$ cat src/rtl/spi_legacy_pkg.sv
package spi_legacy_pkg;
  // strobes from the control side to the shift datapath
  typedef struct packed {
    logic        start;
    logic        wide;
    logic [1:0]  rate;
    logic [15:0] txData;
  } spi_strobe_t;
endpackage

$ cat src/rtl/spi_legacy_dp.sv
module spi_legacy_dp
  import spi_legacy_pkg::*;
#(
  parameter int DIV_N = 2
) (
  input  logic        clk,
  input  logic        rstN,
  input  spi_strobe_t strb,
  input  logic        miso,
  output logic        sck,
  output logic        mosi,
  output logic        active,
  output logic        done,
  output logic [15:0] rxWord
);
  localparam int CNT_W = $clog2(DIV_N * 8 + 1);

  logic [CNT_W-1:0] halfCnt;
  logic [CNT_W-1:0] halfLimit;
  logic [1:0]       rateQ;
  logic             wideQ;
  logic [4:0]       bitsLeft;
  logic             rxBit;
  logic [15:0]      shiftQ;
  logic             tick;

  always_comb begin
    halfLimit = CNT_W'(DIV_N) << rateQ;
    tick      = active && (halfCnt == halfLimit - CNT_W'(1));
  end

  always_ff @(posedge clk) begin
    if (!rstN) begin
      active   <= 1'b0;
      done     <= 1'b0;
      sck      <= 1'b0;
      halfCnt  <= '0;
      rateQ    <= 2'd0;
      wideQ    <= 1'b0;
      bitsLeft <= 5'd0;
      rxBit    <= 1'b0;
      shiftQ   <= 16'h0000;
    end else begin
      done <= 1'b0;
      if (strb.start && !active) begin
        active   <= 1'b1;
        sck      <= 1'b0;
        halfCnt  <= '0;
        rateQ    <= strb.rate;
        wideQ    <= strb.wide;
        bitsLeft <= strb.wide ? 5'd16 : 5'd8;
        shiftQ   <= strb.wide ? strb.txData : {strb.txData[7:0], 8'h00};
      end else if (active) begin
        if (tick) begin
          halfCnt <= '0;
          sck     <= ~sck;
          if (!sck) begin
            rxBit <= miso;                       // rising edge: sample
          end else begin
            shiftQ   <= {shiftQ[14:0], rxBit};   // falling edge: shift
            bitsLeft <= bitsLeft - 5'd1;
            if (bitsLeft == 5'd1) begin
              active <= 1'b0;
              done   <= 1'b1;
            end
          end
        end else begin
          halfCnt <= halfCnt + CNT_W'(1);
        end
      end
    end
  end

  assign mosi   = shiftQ[15];
  assign rxWord = wideQ ? shiftQ : {8'h00, shiftQ[7:0]};

  assert_start_sets_busy_R3: assert property (@(posedge clk) disable iff (!rstN)
    strb.start |=> active);
  assert_no_restart_R10: assert property (@(posedge clk) disable iff (!rstN)
    strb.start |-> !active);
  assert_sck_idles_low_R11: assert property (@(posedge clk) disable iff (!rstN)
    $fell(active) |-> !sck);
  assert_done_after_busy_R3: assert property (@(posedge clk) disable iff (!rstN)
    done |-> $past(active));
endmodule

$ cat src/rtl/spi_legacy_ctrl.sv
module spi_legacy_ctrl
  import spi_legacy_pkg::*;
#(
  parameter int NUM_CS = 3
) (
  input  logic              clk,
  input  logic              rstN,
  input  logic              busSel,
  input  logic              busWr,
  input  logic [15:0]       busWrData,
  output logic [15:0]       busRdData,
  input  logic              active,
  input  logic              done,
  input  logic [15:0]       rxWord,
  output spi_strobe_t       strb,
  output logic [NUM_CS-1:0] csN,
  output logic              irq
);
  logic       busEn;
  logic       irqEn;
  logic       csHold;
  logic       wide;
  logic [1:0] dev;
  logic [1:0] rate;
  logic       csActive;
  logic       startReq;

  assign startReq     = busWr && busSel && busEn && !active;
  assign strb.start   = startReq;
  assign strb.wide    = wide;
  assign strb.rate    = rate;
  assign strb.txData  = busWrData;

  always_ff @(posedge clk) begin
    if (!rstN) begin
      busEn    <= 1'b0;
      irqEn    <= 1'b0;
      csHold   <= 1'b0;
      wide     <= 1'b0;
      dev      <= 2'd0;
      rate     <= 2'd0;
      csActive <= 1'b0;
      irq      <= 1'b0;
    end else begin
      irq <= done && irqEn;
      if (busWr && !busSel) begin
        busEn  <= busWrData[15];
        irqEn  <= busWrData[14];
        csHold <= busWrData[11];
        wide   <= busWrData[10];
        dev    <= busWrData[9:8];
        rate   <= busWrData[1:0];
      end
      if (done && !csHold) csActive <= 1'b0;
      if (startReq)        csActive <= 1'b1;
      if (!busEn || (busWr && !busSel && !busWrData[15])) csActive <= 1'b0;
    end
  end

  for (genvar g = 0; g < NUM_CS; g++) begin : g_cs
    assign csN[g] = !(busEn && csActive && (dev == 2'(g)));
  end

  assign busRdData = busSel ? rxWord
                   : {busEn, irqEn, 2'b00, csHold, wide, dev, active, 5'b00000, rate};

  assert_cs_onehot_R4: assert property (@(posedge clk) disable iff (!rstN)
    $onehot0(~csN));
  assert_disabled_idle_R8: assert property (@(posedge clk) disable iff (!rstN)
    (!busEn && !active) |=> !active);
  assert_irq_after_done_R7: assert property (@(posedge clk) disable iff (!rstN)
    irq |-> ($past(done) && $past(irqEn)));
  assert_irq_single_R7: assert property (@(posedge clk) disable iff (!rstN)
    irq |=> !irq);
endmodule

$ cat src/rtl/spi_legacy_master.sv
module spi_legacy_master
  import spi_legacy_pkg::*;
#(
  parameter int DIV_N = 2
) (
  input  logic        clk,
  input  logic        rstN,
  input  logic        busSel,
  input  logic        busWr,
  input  logic [15:0] busWrData,
  output logic [15:0] busRdData,
  output logic        spiSck,
  output logic        spiMosi,
  input  logic        spiMiso,
  output logic [2:0]  spiCsN,
  output logic        irq
);
  spi_strobe_t strb;
  logic        active;
  logic        done;
  logic [15:0] rxWord;

  spi_legacy_ctrl #(.NUM_CS(3)) ctrl_i (
    .clk(clk), .rstN(rstN), .busSel(busSel), .busWr(busWr),
    .busWrData(busWrData), .busRdData(busRdData), .active(active),
    .done(done), .rxWord(rxWord), .strb(strb), .csN(spiCsN), .irq(irq)
  );

  spi_legacy_dp #(.DIV_N(DIV_N)) dp_i (
    .clk(clk), .rstN(rstN), .strb(strb), .miso(spiMiso), .sck(spiSck),
    .mosi(spiMosi), .active(active), .done(done), .rxWord(rxWord)
  );
endmodule

$ cat config.mk
export PLATFORM = sky130hd
export DESIGN_NAME = spi_legacy_master
export DESIGN_NICKNAME = d
export VERILOG_FILES = /design/src/rtl/spi_legacy_pkg.sv /design/src/rtl/spi_legacy_dp.sv /design/src/rtl/spi_legacy_ctrl.sv /design/src/rtl/spi_legacy_master.sv
export SDC_FILE = /design/constraint.sdc
export NUM_CORES = 1
export LEC_CHECK = 0
export ABC_AREA = 1
export CAP_MARGIN = 40
export CORE_ASPECT_RATIO = 0.6
export CORE_MARGIN = 5
export CORE_UTILIZATION = 50
export DETAILED_ROUTE_END_ITERATION = 8
export PLACE_DENSITY_LB_ADDON = 0.2
export REMOVE_ABC_BUFFERS = 1
export SETUP_SLACK_MARGIN = 0.4
export SYNTH_ARGS = -nofsm -noshare
export SYNTH_HDL_FRONTEND = slang
export SYNTH_SLANG_ARGS = --single-unit
$ cat constraint.sdc
create_clock -name clk -period 2 [get_ports clk]
set_input_delay 0.5 -clock clk [delete_from_list [all_inputs] [get_ports clk]]
set_output_delay 0.5 -clock clk [all_outputs]
set_load 0.005 [all_outputs]
==> flow_metrics.env <==
export IMPL_status="complete, no violations"
export IMPL_hold_viol=0
export IMPL_critPathMaxStageDelay_ns=0.14
export IMPL_n_antenna_cell=0
export IMPL_synth_area_top_cells="dfxtp_1, nand2_1, inv_1"
export IMPL_worstPathArrival_ns=1.23
export IMPL_critPathSlowestCell="buf_12"
export IMPL_tns_ns=0
export IMPL_holdCritPathClass="reg2reg"
export IMPL_crit_fanout=8
export IMPL_synth_seq_cells=43
export IMPL_drv_cap=0
export IMPL_syn2layout_area_growth_pct=43.0
export IMPL_ys_warn_count=0
export IMPL_r2r_end="dp_i.shiftQ[7]"
export IMPL_crit_path_start="busSel"
export IMPL_rows=20
export IMPL_ir_drop_mv=0.305
export IMPL_dieArea_um2=6620
export IMPL_cp_common_cell="buf_12"
export IMPL_slew_viol_final=0
export IMPL_finalNonFillerCells=538
export IMPL_num_vias=2890
export IMPL_p_per_area_nw_per_um2=547
export IMPL_final_common_cell="nand2_1"
export IMPL_setup_violations=0
export IMPL_end_kind="primary output"
export IMPL_route_detailed_drc=0
export IMPL_clock_latency_ns=0.30
export IMPL_grt_start_max_net_pins=30
export IMPL_min_period_ns=1.73
export IMPL_dp_hpwl_um=5050
export IMPL_drt_iter0_drc=253
export IMPL_syn_area_per_cell_um2=6.39
export IMPL_clkTransAtPathRegs_ns=0.09
export IMPL_ios=43
export IMPL_crit_chain="buf_12, buf_12, buf_12, buf_6, nand3_4, o21ai_2, buf_2"
export IMPL_htreeDepth=2
export IMPL_routed_wl_um=8120
export IMPL_syn_area_um2=2520
export IMPL_r2r_start="dp_i.halfCnt[1]"
export IMPL_drt_wirelength_per_cell_um=15.1
export IMPL_fin_util=0.725
export IMPL_worstMarginPinSlew_ns=0.310
export IMPL_synthCells=395
export IMPL_clockBufferDepth=2
export IMPL_grt_pass1_vias=2564
export IMPL_fin_nets=495
export IMPL_hold_buffers=0
export IMPL_grt_first_pass_wirelength_um=12400
export IMPL_reg2reg_slack_ns=0.46
export IMPL_hold_ws_ns=0.484
export IMPL_required_ns=1.50
export IMPL_fin_crit_sh=0.863
export IMPL_cp_endpoint="busRdData[9]"
export IMPL_place_inst=503
export IMPL_tritoncts="yes"
export IMPL_relSlewSlack=0.793
export IMPL_track_usage=0.240
export IMPL_drive_gt1_frac=0.275
export IMPL_routabilityCongestion=0.882
export IMPL_fmax_ghz=0.579
export IMPL_initial_core_util=0.507
export IMPL_root_buffer="clkbuf_8"
export IMPL_numCtsBuffers=5
export IMPL_drtPass1Iterations=5
export IMPL_cts_sinks=43
export IMPL_design_core_area_um2=4980
export IMPL_die_h_um=65.0
export IMPL_port_buffers=42
export IMPL_synth_cell_types=32
export IMPL_yosys_area_top_type_share=0.341
export IMPL_ant_nets=0
export IMPL_clock_skew_ns=0.0112
export IMPL_crit_type="in2out"
export IMPL_antenna_found_initial=0
export IMPL_synth_top_area_cell="dfxtp_1"
export IMPL_r2r_cells=6
export IMPL_hp_start="dp_i.done"
export IMPL_power_leakage_nw=1.59
export IMPL_rsz0062_at_grt="true"
export IMPL_layout_common_cells="nand2_1, nor2_1, inv_1, dfxtp_1, buf_4"
export IMPL_ys_seq_area_frac=0.341
export IMPL_die_w_um=102
export IMPL_worstSetupStartpointType="input pin"
export IMPL_gr_total_overflow=0
export IMPL_vias_per_cell=5.37
worst min-delay path by stage:
| stage | endpoint | cells past startpoint | slack [ns] |
|---|---|---|---|
| 3_3_place_gp | dp_i.rxBit | 2 | 0.47 |
| 6_report | ctrl_i.irq | 2 | 0.48 |
| 2_1_floorplan | ctrl_i.irq | 2 | 0.42 |
| 4_1_cts | ctrl_i.irq | 2 | 0.48 |
| 3_5_place_dp | ctrl_i.irq | 2 | 0.47 |
| 5_1_grt | ctrl_i.irq | 2 | 0.50 |
per-layer routing:
metal  vias up  GRT usage  wire length, um
met5         -          0                0
met4         0     0.0597               95
met3        10     0.0441              774
met2       139      0.353             3580
met1      1341      0.357             3670
li1       1400          -                -
cell type report:
type | count | area (um^2)
multi-input cells | 286 | 1530
fillers | 395 | 1370
flip-flops and latches | 43 | 883
repair buffers | 85 | 805
inverters | 50 | 198
clock buffers | 6 | 82.6
well taps | 66 | 82.6
clock inverters | 2 | 35.0
timing repair:
action | CTS | global route
cloned | 1 | 3
setup buffers | 15 | 8
gates resized for setup | 102 | 50
endpoints found under the setup margin | 60 | 40
pin swaps | 6 | 16
stage by stage:
stage	instance area (um^2)	total power [mW]	setup slack [ns]
3_3_place_gp	3120	1.20	-0.379
5_1_grt	3610	2.05	0.249
6_report	3610	1.98	0.274
3_5_place_dp	3120	1.21	-0.439
4_1_cts	3420	1.94	0.253
2_1_floorplan	2410	1.05	0.101
sequential cells by signal, indices dropped and copies added (netlist names), 2 cells and up:
| name | count |
|---|---|
| ctrl_i.dev | 2 |
| ctrl_i.rate | 2 |
| dp_i.bitsLeft | 5 |
| dp_i.halfCnt | 5 |
| dp_i.rateQ | 2 |
| dp_i.shiftQ | 16 |
kinds of logic (layout without fill, tap and decap cells):
group | after synthesis | count (layout) | synth area share
compound gates | 50 | 50 | 0.104
xor+xnor | 4 | 4 | 0.0139
fa+ha+maj | 3 | 3 | 0.0149
buf+inv | 69 | 143 | 0.122
flops | 43 | 43 | 0.341
simple gates | 226 | 229 | 0.405
synthesized netlist by cell type:
master	n
xor2_1	4
inv_1	45
nor2_4	2
nand4_4	1
a21oi_1	17
o21ai_2	1
buf_1	1
nand2_1	121
ha_1	3
inv_4	1
nor2_2	11
nand3b_1	1
dfxtp_1	43
a21oi_2	1
a211oi_1	1
nand4_2	1
nand2_2	1
nor2_1	43
buf_6	4
nand3b_4	1
o21ai_0	28
nand3_1	22
o22ai_1	1
buf_2	4
clkinv_1	1
buf_4	3
clkbuf_1	7
nor3_1	4
o21ai_1	1
nand2_4	1
nand4_1	17
inv_2	3
worst max-delay path: cells and delay by family:
| family | cells | cell delay (ns) |
|---|---|---|
| AO/OA/AOI/OAI | 1 | 0.05 |
| buffers and inverters | 5 | 0.61 |
| AND/OR/NAND/NOR | 1 | 0.06 |
power by group:
| part | internal [mW] | leakage [nW] | switching, mW |
|---|---|---|---|
| clock | 0.405 | 0.0612 | 0.317 |
| sequential | 0.877 | 0.355 | 0.0233 |
| combinational | 0.163 | 1.17 | 0.191 |
No activity file was read; power rests on OpenSTA's default activity.
